==> config.mk <==
export PLATFORM = sky130hd
export DESIGN_NAME = rd_pad_sched
export DESIGN_NICKNAME = d
export VERILOG_FILES = /design/src/rtl/sched_pkg.sv /design/src/rtl/pad_ctrl.sv /design/src/rtl/pad_datapath.sv /design/src/rtl/rd_pad_sched.sv
export SDC_FILE = /design/constraint.sdc
export NUM_CORES = 1
export LEC_CHECK = 0
export BUFFER_PORTS_ARGS = -buffer_cell sky130_fd_sc_hd__buf_4
export CAP_MARGIN = 20
export CORE_MARGIN = 8
export CORE_UTILIZATION = 60
export CTS_BUF_LIST = sky130_fd_sc_hd__clkbuf_8
export DETAILED_ROUTE_END_ITERATION = 8
export PLACE_DENSITY = 0.95
export SYNTH_ARGS = -nofsm -noshare
export SYNTH_HDL_FRONTEND = slang
export SYNTH_HIERARCHICAL = 1
export SYNTH_SLANG_ARGS = --single-unit
==> constraint.sdc <==
create_clock -name clk -period 7.5 [get_ports clk]
set_clock_uncertainty 0.1 [all_clocks]
set_input_delay 0.375 -clock clk [delete_from_list [all_inputs] [get_ports clk]]
set_output_delay 0.375 -clock clk [all_outputs]
set_load 0.03 [all_outputs]
==> src/rtl/sched_pkg.sv <==
package sched_pkg;

  typedef enum logic [2:0] {
    CMD_NOP   = 3'd0,
    CMD_READ  = 3'd1,
    CMD_WRITE = 3'd2,
    CMD_LMR   = 3'd3,
    CMD_ACT   = 3'd4,
    CMD_PRE   = 3'd5,
    CMD_PREA  = 3'd6
  } cmdE;

  // strobes from control to datapath
  typedef struct packed {
    logic holdRead;
    logic openBank;
    logic closeBank;
    logic closeAll;
    logic addLost;
    logic selExt;
  } strobeT;

endpackage

==> src/rtl/pad_ctrl.sv <==
module pad_ctrl
  import sched_pkg::*;
(
  input  logic   clk,
  input  logic   rstN,
  input  logic   headValid,
  input  cmdE    headCmd,
  input  logic   nextValid,
  input  cmdE    nextCmd,
  input  logic   sameBank,
  input  logic   sameRow,
  input  logic   nextRowOpen,
  input  logic   issueReady,
  output logic   issueValid,
  output logic   headReady,
  output strobeT str
);

  typedef enum logic {ST_PASS, ST_EXT} stateE;
  stateE state;

  logic passing, headFire, readFire, nextIsRead, keepGoing, extend;

  always_comb begin
    passing    = (state == ST_PASS);
    issueValid = passing ? headValid : 1'b1;
    headReady  = passing & issueReady;
    headFire   = passing & headValid & issueReady;
    readFire   = headFire & (headCmd == CMD_READ);
    nextIsRead = nextValid & (nextCmd == CMD_READ);
    keepGoing  = nextIsRead & ((sameBank & sameRow) |
                               (!sameBank & (!sameRow | nextRowOpen)));
    extend     = readFire & !keepGoing;
    str.holdRead  = readFire;
    str.openBank  = headFire & (headCmd == CMD_ACT);
    str.closeBank = headFire & (headCmd == CMD_PRE);
    str.closeAll  = headFire & (headCmd == CMD_PREA);
    str.addLost   = !passing & issueReady;
    str.selExt    = !passing;
  end

  always_ff @(posedge clk) begin
    if (!rstN) state <= ST_PASS;
    else if (passing) state <= extend ? ST_EXT : ST_PASS;
    else if (issueReady) state <= ST_PASS;
  end


  nop_pad_chk: assert property (@(posedge clk) disable iff (!rstN)
    (readFire && (!nextValid || nextCmd == CMD_NOP)) |=> (issueValid && !headReady));


  wr_pad_chk: assert property (@(posedge clk) disable iff (!rstN)
    (readFire && nextValid && (nextCmd == CMD_WRITE || nextCmd == CMD_LMR)) |=> !headReady);


  ext_wait_chk: assert property (@(posedge clk) disable iff (!rstN)
    (!passing && !issueReady) |=> (issueValid && !headReady));

endmodule

==> src/rtl/pad_datapath.sv <==
module pad_datapath
  import sched_pkg::*;
#(
  parameter int BANKS = 4,
  parameter int ROW_W = 13,
  parameter int COL_W = 10,
  parameter int CNT_W = 16,
  parameter int LOST  = 3,
  localparam int BANK_W = $clog2(BANKS)
) (
  input  logic              clk,
  input  logic              rstN,
  input  strobeT            str,
  input  cmdE               headCmd,
  input  logic [BANK_W-1:0] headBank,
  input  logic [ROW_W-1:0]  headRow,
  input  logic [COL_W-1:0]  headCol,
  input  logic [BANK_W-1:0] nextBank,
  input  logic [ROW_W-1:0]  nextRow,
  output logic              sameBank,
  output logic              sameRow,
  output logic              nextRowOpen,
  output cmdE               issueCmd,
  output logic [BANK_W-1:0] issueBank,
  output logic [ROW_W-1:0]  issueRow,
  output logic [COL_W-1:0]  issueCol,
  output logic              issueIgnore,
  output logic [CNT_W-1:0]  lostCycles
);

  localparam logic [CNT_W:0] CNT_MAX = {1'b0, {CNT_W{1'b1}}};
  localparam logic [CNT_W:0] STEP    = (CNT_W+1)'(LOST);

  logic [BANK_W-1:0] holdBank;
  logic [ROW_W-1:0]  holdRow;
  logic [COL_W-1:0]  holdCol;
  logic              openV   [BANKS];
  logic [ROW_W-1:0]  openRow [BANKS];
  logic [CNT_W:0]    cntSum;

  for (genvar b = 0; b < BANKS; b++) begin : g_bank
    always_ff @(posedge clk) begin
      if (!rstN) begin
        openV[b]   <= 1'b0;
        openRow[b] <= '0;
      end else if (str.closeAll) begin
        openV[b] <= 1'b0;
      end else if (str.closeBank && headBank == BANK_W'(b)) begin
        openV[b] <= 1'b0;
      end else if (str.openBank && headBank == BANK_W'(b)) begin
        openV[b]   <= 1'b1;
        openRow[b] <= headRow;
      end
    end
  end

  always_ff @(posedge clk) begin
    if (!rstN) begin
      holdBank <= '0;
      holdRow  <= '0;
      holdCol  <= '0;
    end else if (str.holdRead) begin
      holdBank <= headBank;
      holdRow  <= headRow;
      holdCol  <= headCol;
    end
  end

  always_comb begin
    sameBank    = (nextBank == headBank);
    sameRow     = (nextRow == headRow);
    nextRowOpen = openV[nextBank] && (openRow[nextBank] == nextRow);
    issueCmd    = str.selExt ? CMD_READ : headCmd;
    issueBank   = str.selExt ? holdBank : headBank;
    issueRow    = str.selExt ? holdRow  : headRow;
    issueCol    = str.selExt ? holdCol  : headCol;
    issueIgnore = str.selExt;
    cntSum      = {1'b0, lostCycles} + STEP;
  end

  always_ff @(posedge clk) begin
    if (!rstN) lostCycles <= '0;
    else if (str.addLost) lostCycles <= (cntSum > CNT_MAX) ? {CNT_W{1'b1}} : cntSum[CNT_W-1:0];
  end


  ext_addr_chk: assert property (@(posedge clk) disable iff (!rstN)
    $rose(issueIgnore) |-> (issueBank == $past(issueBank) && issueRow == $past(issueRow) &&
                            issueCol == $past(issueCol) && issueCmd == CMD_READ));


  lost_step_chk: assert property (@(posedge clk) disable iff (!rstN)
    (lostCycles != $past(lostCycles)) |->
      ({1'b0, lostCycles} == {1'b0, $past(lostCycles)} + STEP || {1'b0, lostCycles} == CNT_MAX));


  lost_cause_chk: assert property (@(posedge clk) disable iff (!rstN)
    (lostCycles != $past(lostCycles)) |-> $past(issueIgnore));

endmodule

==> src/rtl/rd_pad_sched.sv <==
module rd_pad_sched
  import sched_pkg::*;
#(
  parameter int BANKS = 4,
  parameter int ROW_W = 13,
  parameter int COL_W = 10,
  parameter int CNT_W = 16,
  parameter int LOST  = 3,
  localparam int BANK_W = $clog2(BANKS)
) (
  input  logic              clk,
  input  logic              rstN,
  input  logic              headValid,
  input  logic [2:0]        headCmd,
  input  logic [BANK_W-1:0] headBank,
  input  logic [ROW_W-1:0]  headRow,
  input  logic [COL_W-1:0]  headCol,
  output logic              headReady,
  input  logic              nextValid,
  input  logic [2:0]        nextCmd,
  input  logic [BANK_W-1:0] nextBank,
  input  logic [ROW_W-1:0]  nextRow,
  output logic              issueValid,
  output logic [2:0]        issueCmd,
  output logic [BANK_W-1:0] issueBank,
  output logic [ROW_W-1:0]  issueRow,
  output logic [COL_W-1:0]  issueCol,
  output logic              issueIgnore,
  input  logic              issueReady,
  output logic [CNT_W-1:0]  lostCycles
);

  strobeT str;
  logic   sameBank, sameRow, nextRowOpen;
  cmdE    issueCmdE;

  pad_ctrl u_ctrl (
    .clk(clk), .rstN(rstN),
    .headValid(headValid), .headCmd(cmdE'(headCmd)),
    .nextValid(nextValid), .nextCmd(cmdE'(nextCmd)),
    .sameBank(sameBank), .sameRow(sameRow), .nextRowOpen(nextRowOpen),
    .issueReady(issueReady), .issueValid(issueValid), .headReady(headReady),
    .str(str)
  );

  pad_datapath #(
    .BANKS(BANKS), .ROW_W(ROW_W), .COL_W(COL_W), .CNT_W(CNT_W), .LOST(LOST)
  ) u_dp (
    .clk(clk), .rstN(rstN), .str(str),
    .headCmd(cmdE'(headCmd)), .headBank(headBank), .headRow(headRow), .headCol(headCol),
    .nextBank(nextBank), .nextRow(nextRow),
    .sameBank(sameBank), .sameRow(sameRow), .nextRowOpen(nextRowOpen),
    .issueCmd(issueCmdE), .issueBank(issueBank), .issueRow(issueRow), .issueCol(issueCol),
    .issueIgnore(issueIgnore), .lostCycles(lostCycles)
  );

  assign issueCmd = issueCmdE;

endmodule

# Yosys cells after proc, flatten, opt, wreduce, memory -nomap -nowiden
# Memories as Yosys holds them, arrays and structs flattened.
# Index checks and enable logic that the tools add are counted.
# word_totals
word_cells,130
memories,2
ff_bits,42
ramBits,56
output_inout_bits,47
input_bits,51
# op_classes
reduce_logical,13
muxes,65
n_addsub,1
n_lt_le_gt_ge,1
n_bitwise,32
eq_ne,11
# memory_table
memory,depth,width,rd,rd_ports_with_merged_regs,write_ports,line,text
u_dp.openRow,4,13,1,0,4,pad_datapath.sv:38,logic [ROW_W-1:0] openRow [BANKS];
u_dp.openV,4,1,1,0,4,pad_datapath.sv:37,logic openV [BANKS];
# ops
op,count
two-way mux 13 bit,5
two-way mux 1 bit,56
equality test 13 bit,2
bitwise OR 1 bit,18
adder 16 x 2 -> 17 bit (second input constant),1
> comparator 17 x 16 -> 1 bit (second input constant),1
two-way mux 16 bit,1
bitwise AND 1 bit,13
two-way mux 10 bit,1
equality test 3 bit (second input constant),3
logical AND 1 bit,9
equality test 3 x 1 -> 1 bit (second input constant),2
equality test 2 bit (second input constant),2
logical NOT 1 bit,3
two-way mux 3 bit,1
equality test 2 x 1 -> 1 bit (second input constant),1
equality test 2 bit,1
logical NOT 2 bit,1
two-way mux 2 bit,1
NOT 1 bit,1

# Logic depth before layout (Yosys ltp)
# logic_depth
ltp_word,11
depth_mapped,9
mapped_depth_nobuf,7

# Modules after synthesis
# Netlist, hierarchy kept.
# by_module_without_submodules
module,seq_area_each_um2,cells_per_inst,area_per_inst_um2,instances
pad_datapath,2492.4,403,4855.9,1
pad_ctrl,20.0,20,161.4,1

# Worst setup path after synthesis
# No wires, ideal clock.
# synth_timing
path_kind,input port to flip-flop
start,input issueReady
end,"memory u_dp.openRow[0][0], enable pin"
path_buffers,0
setup_time_ns,0.404
required_ns,6.996
t_arrival_ns,2.621
path_stages,5
path_slack_ns,4.375
cell_sequence,nor2b_4 nand3_1 nor3_1 or3b_2 o31ai_1
# synth_lines
element,line,text
from (decl),rd_pad_sched.sv:29,"input logic issueReady,"
to (decl),pad_datapath.sv:38,

==> impl_metrics.yaml <==
sta:
  achievable-frequency_mhz: 372
  drv_slew: 0
  setup-tns-final_ps: 0
  finalHoldViolCount: 0
  timing.max_slew.rel_slack: 0.323
  finalSetupViolations: 0
  fin_crit_sh: 0.358
  rsz_0062_raised_after_global_routing: "false"
  postLayoutSetupSlackWorst_ps: 4810
  post-route-min-period_ps: 2690
  worst-slew-pin-transition_ps: 1010
floorplan:
  boundaryPins: 98
  die_w_um: 107
  die_area_um2: 11500
  initial_standard_cell_utilization_of_the_core: 0.614
  core.rowCount: 33
  core-area_um2: 8180
  die_h_um: 107
yosys:
  netlist.top_cell.by_area: "edfxtp_1"
  synth_top_area_frac: 0.329
  synthMostInstantiatedCell: "edfxtp_1"
  synth.distinct_cells: 54
  ys.warnings.count: 6
  synth.top_cells.by_count: "edfxtp_1, and2_1, dfxtp_1"
  synthTopCellsByArea: "edfxtp_1, dfxtp_1, and2_1"
  synth_enable_flop_cells: 55
  yosys_register_bits: 98
  yosysSeqAreaShare: 0.501
  synthesis.nets: 476
  gate_count_after_technology_mapping: 423
  ys_async_sr_fraction: 0
  synth-main-ff-cell: "edfxtp_1"
  syn_avg_cell_area_um2: 11.9
  post_synth_instance_area_um2: 5020
setup_path:
  delay_heaviest_family_cp: "simple AND/OR/NAND/NOR gates"
  worst_ep_arrival_time_ps: 2790
  worst-path-stages: 7
  cpMaxStageDelayCell: "dfxtp_1"
  setup.worst_path.class: "reg -> reg"
  crit_chain: "nor2b_4, nand3_1, nor3b_1, nor2b_1, nand3b_1, nor2_1, and2_1"
  critical_path.max_stage_delay_ps: 720
  critical_path.endpoint_type: "flop"
  timing.critical_path.from_type: "flop"
  ff2ff_path_depth: 7
  buf_inv_on_cp: 0
  critical_path_required_ps: 7610
  worst-path-max-fanout: 15
routing:
  detail_route.wl_per_cell_um: 18.7
  first_pass_iters: 5
  first_iter_violations: 268
  avgViaCountPerCell: 5.87
  totalWireLength_um: 11600
  antenna_left: 0
  dr_total_vias: 3649
  drcViolationCount: 0
clock_tree:
  clk-insertion-delay-late_ps: 350
  count_of_h_tree_levels_built_during_cts: 3
  clock-sinks: 98
  cts_tree: "built"
  cts_buffers: 9
  cts_resized: 0
  clkTransAtPathRegs_ps: 90
  root_buffer: "clkbuf_8"
  ctsLongestPathBuffers: 2
  holdBufCountCts: 0
  cts.repair_timing.setup_buffer_count: 0
place:
  dp_hpwl_um: 8550
  dp_slack_ps: 4640
  placement.io_buffers: 97
  globalplace.congestion: 0.854
cells_and_area:
  drive_gt1_frac: 0.306
  syn_to_final_growth_pct: 19.8
  antennaDiodeCount: 0
  fillers: 551
  final_nets: 566
global_route:
  grt_pass1_vias: 3796
  gr-usage-all-layers: 0.202
  grt_start_max_net_pins: 32
  grt_antenna_before_repair: 0
  grt_remaining_overflow: 0
  grt_pass1_wl_um: 18600
worst_hold_path:
  min-delay-path-class: "in -> reg"
  hold-path-cell-count: 3
power_and_ir_drop:
  power-per-cell-area_nw_per_um2: 182
  power_leakage_uw: 0.00226
  ir_worst_vdd_mv: 0.106
outcome:
  outcome: "complete, no violations"
job:
  cap_viol_max_count: 0
## cells by family (layout without fill, tap and decap cells)
kind of cell,count (synthesis),after routing,synth area share
AND/OR/NAND/NOR,159,159,0.185
XOR/XNOR,28,28,0.0504
adder cells (fa/ha/maj),2,2,0.00499
flip-flops,98,98,0.501
AO/OA/AOI/OAI,40,40,0.0504
buffers and inverters,32,126,0.0319
multiplexers,64,64,0.176
## layer usage
| layer | global-route usage | wire, um | vias up |
|---|---|---|---|
| li1 | - | - | 1720 |
| met3 | 0.0521 | 855 | 10 |
| met5 | 0 | 0 | - |
| met4 | 0.0565 | 76 | 0 |
| met2 | 0.343 | 5700 | 139 |
| met1 | 0.250 | 5000 | 1780 |
## report_power, final
part | internal [uW] | switching (uW) | total (uW)
logic | 67.1 | 75.7 | 143
clock network | 187 | 176 | 363
registers | 583 | 6.77 | 590
total | 838 | 258 | 1100
## cells in the final DEF, fill, tap and decap left out, types with 3 or more instances in the layout
cell      netlist  layout
inv_1           8       8
mux4_1         10      10
edfxtp_1       55      55
nand2_1         7       7
a21oi_1         4       4
nand2b_1        3       3
nor2_1         40      39
a31oi_1         8       8
mux4_2          4       4
clkbuf_8        0       9
nand4_1         5       5
nand3_1         3       3
and2_1         53      53
xnor2_1        19      19
xor2_1          8       8
buf_4           3     102
nor2b_1         6       6
mux2_2         25      25
o21ai_0        17      17
mux2i_1        25      25
nor4_1          3       3
dfxtp_1        43      43
nor3_1         15      15
## per-stage QoR
step,power (uW),hold WS (ps),cell area (um^2),util,cells
2_1_floorplan,684,354,5020,-,423
3_3_place_gp,741,367,5790,0.708,606
3_5_place_dp,745,376,5790,0.708,606
4_1_cts,1100,153,6000,0.734,621
5_1_grt,1140,163,6010,0.735,622
6_report,1100,165,6010,0.735,622
## area by class of cell
cell class,count,area (um^2),share of cell area
clock inverter,6,88.8,0.0148
multi-input combinational,293,2350,0.391
sequential,98,2510,0.418
timing repair buffer,103,771,0.128
clock buffer,9,124,0.0206
tap,105,131,0.0219
inverter,8,30.0,0.00500
## tightest hold or removal path: cells and delay by family
family / cells / cell delay, ps
buf+inv: 1 / 80
simple gates: 1 / 70
mux: 1 / 60
## sequential cells by signal, indices dropped and copies added (netlist names)
name / cells
u_dp/lostCycles: 16
u_dp/holdCol: 10
u_dp/openV: 4
u_ctrl/state: 1
u_dp/holdBank: 2
u_dp/openRow: 52
u_dp/holdRow: 13
## path summary, 6_finish.rpt
| kind | from | slack [ps] | end |
|---|---|---|---|
| worst min-delay path | headCol[9] | 170 | u_dp/holdCol[9] |
| worst min register to register | u_dp/holdBank[0] | 400 | u_dp/holdBank[0] |
| worst max register to register | u_ctrl/state | 4810 | u_dp/openRow[1][7] |
| worst max-delay path | u_ctrl/state | 4810 | u_dp/openRow[1][7] |
Note: power is estimated with default switching activity, not from simulation.
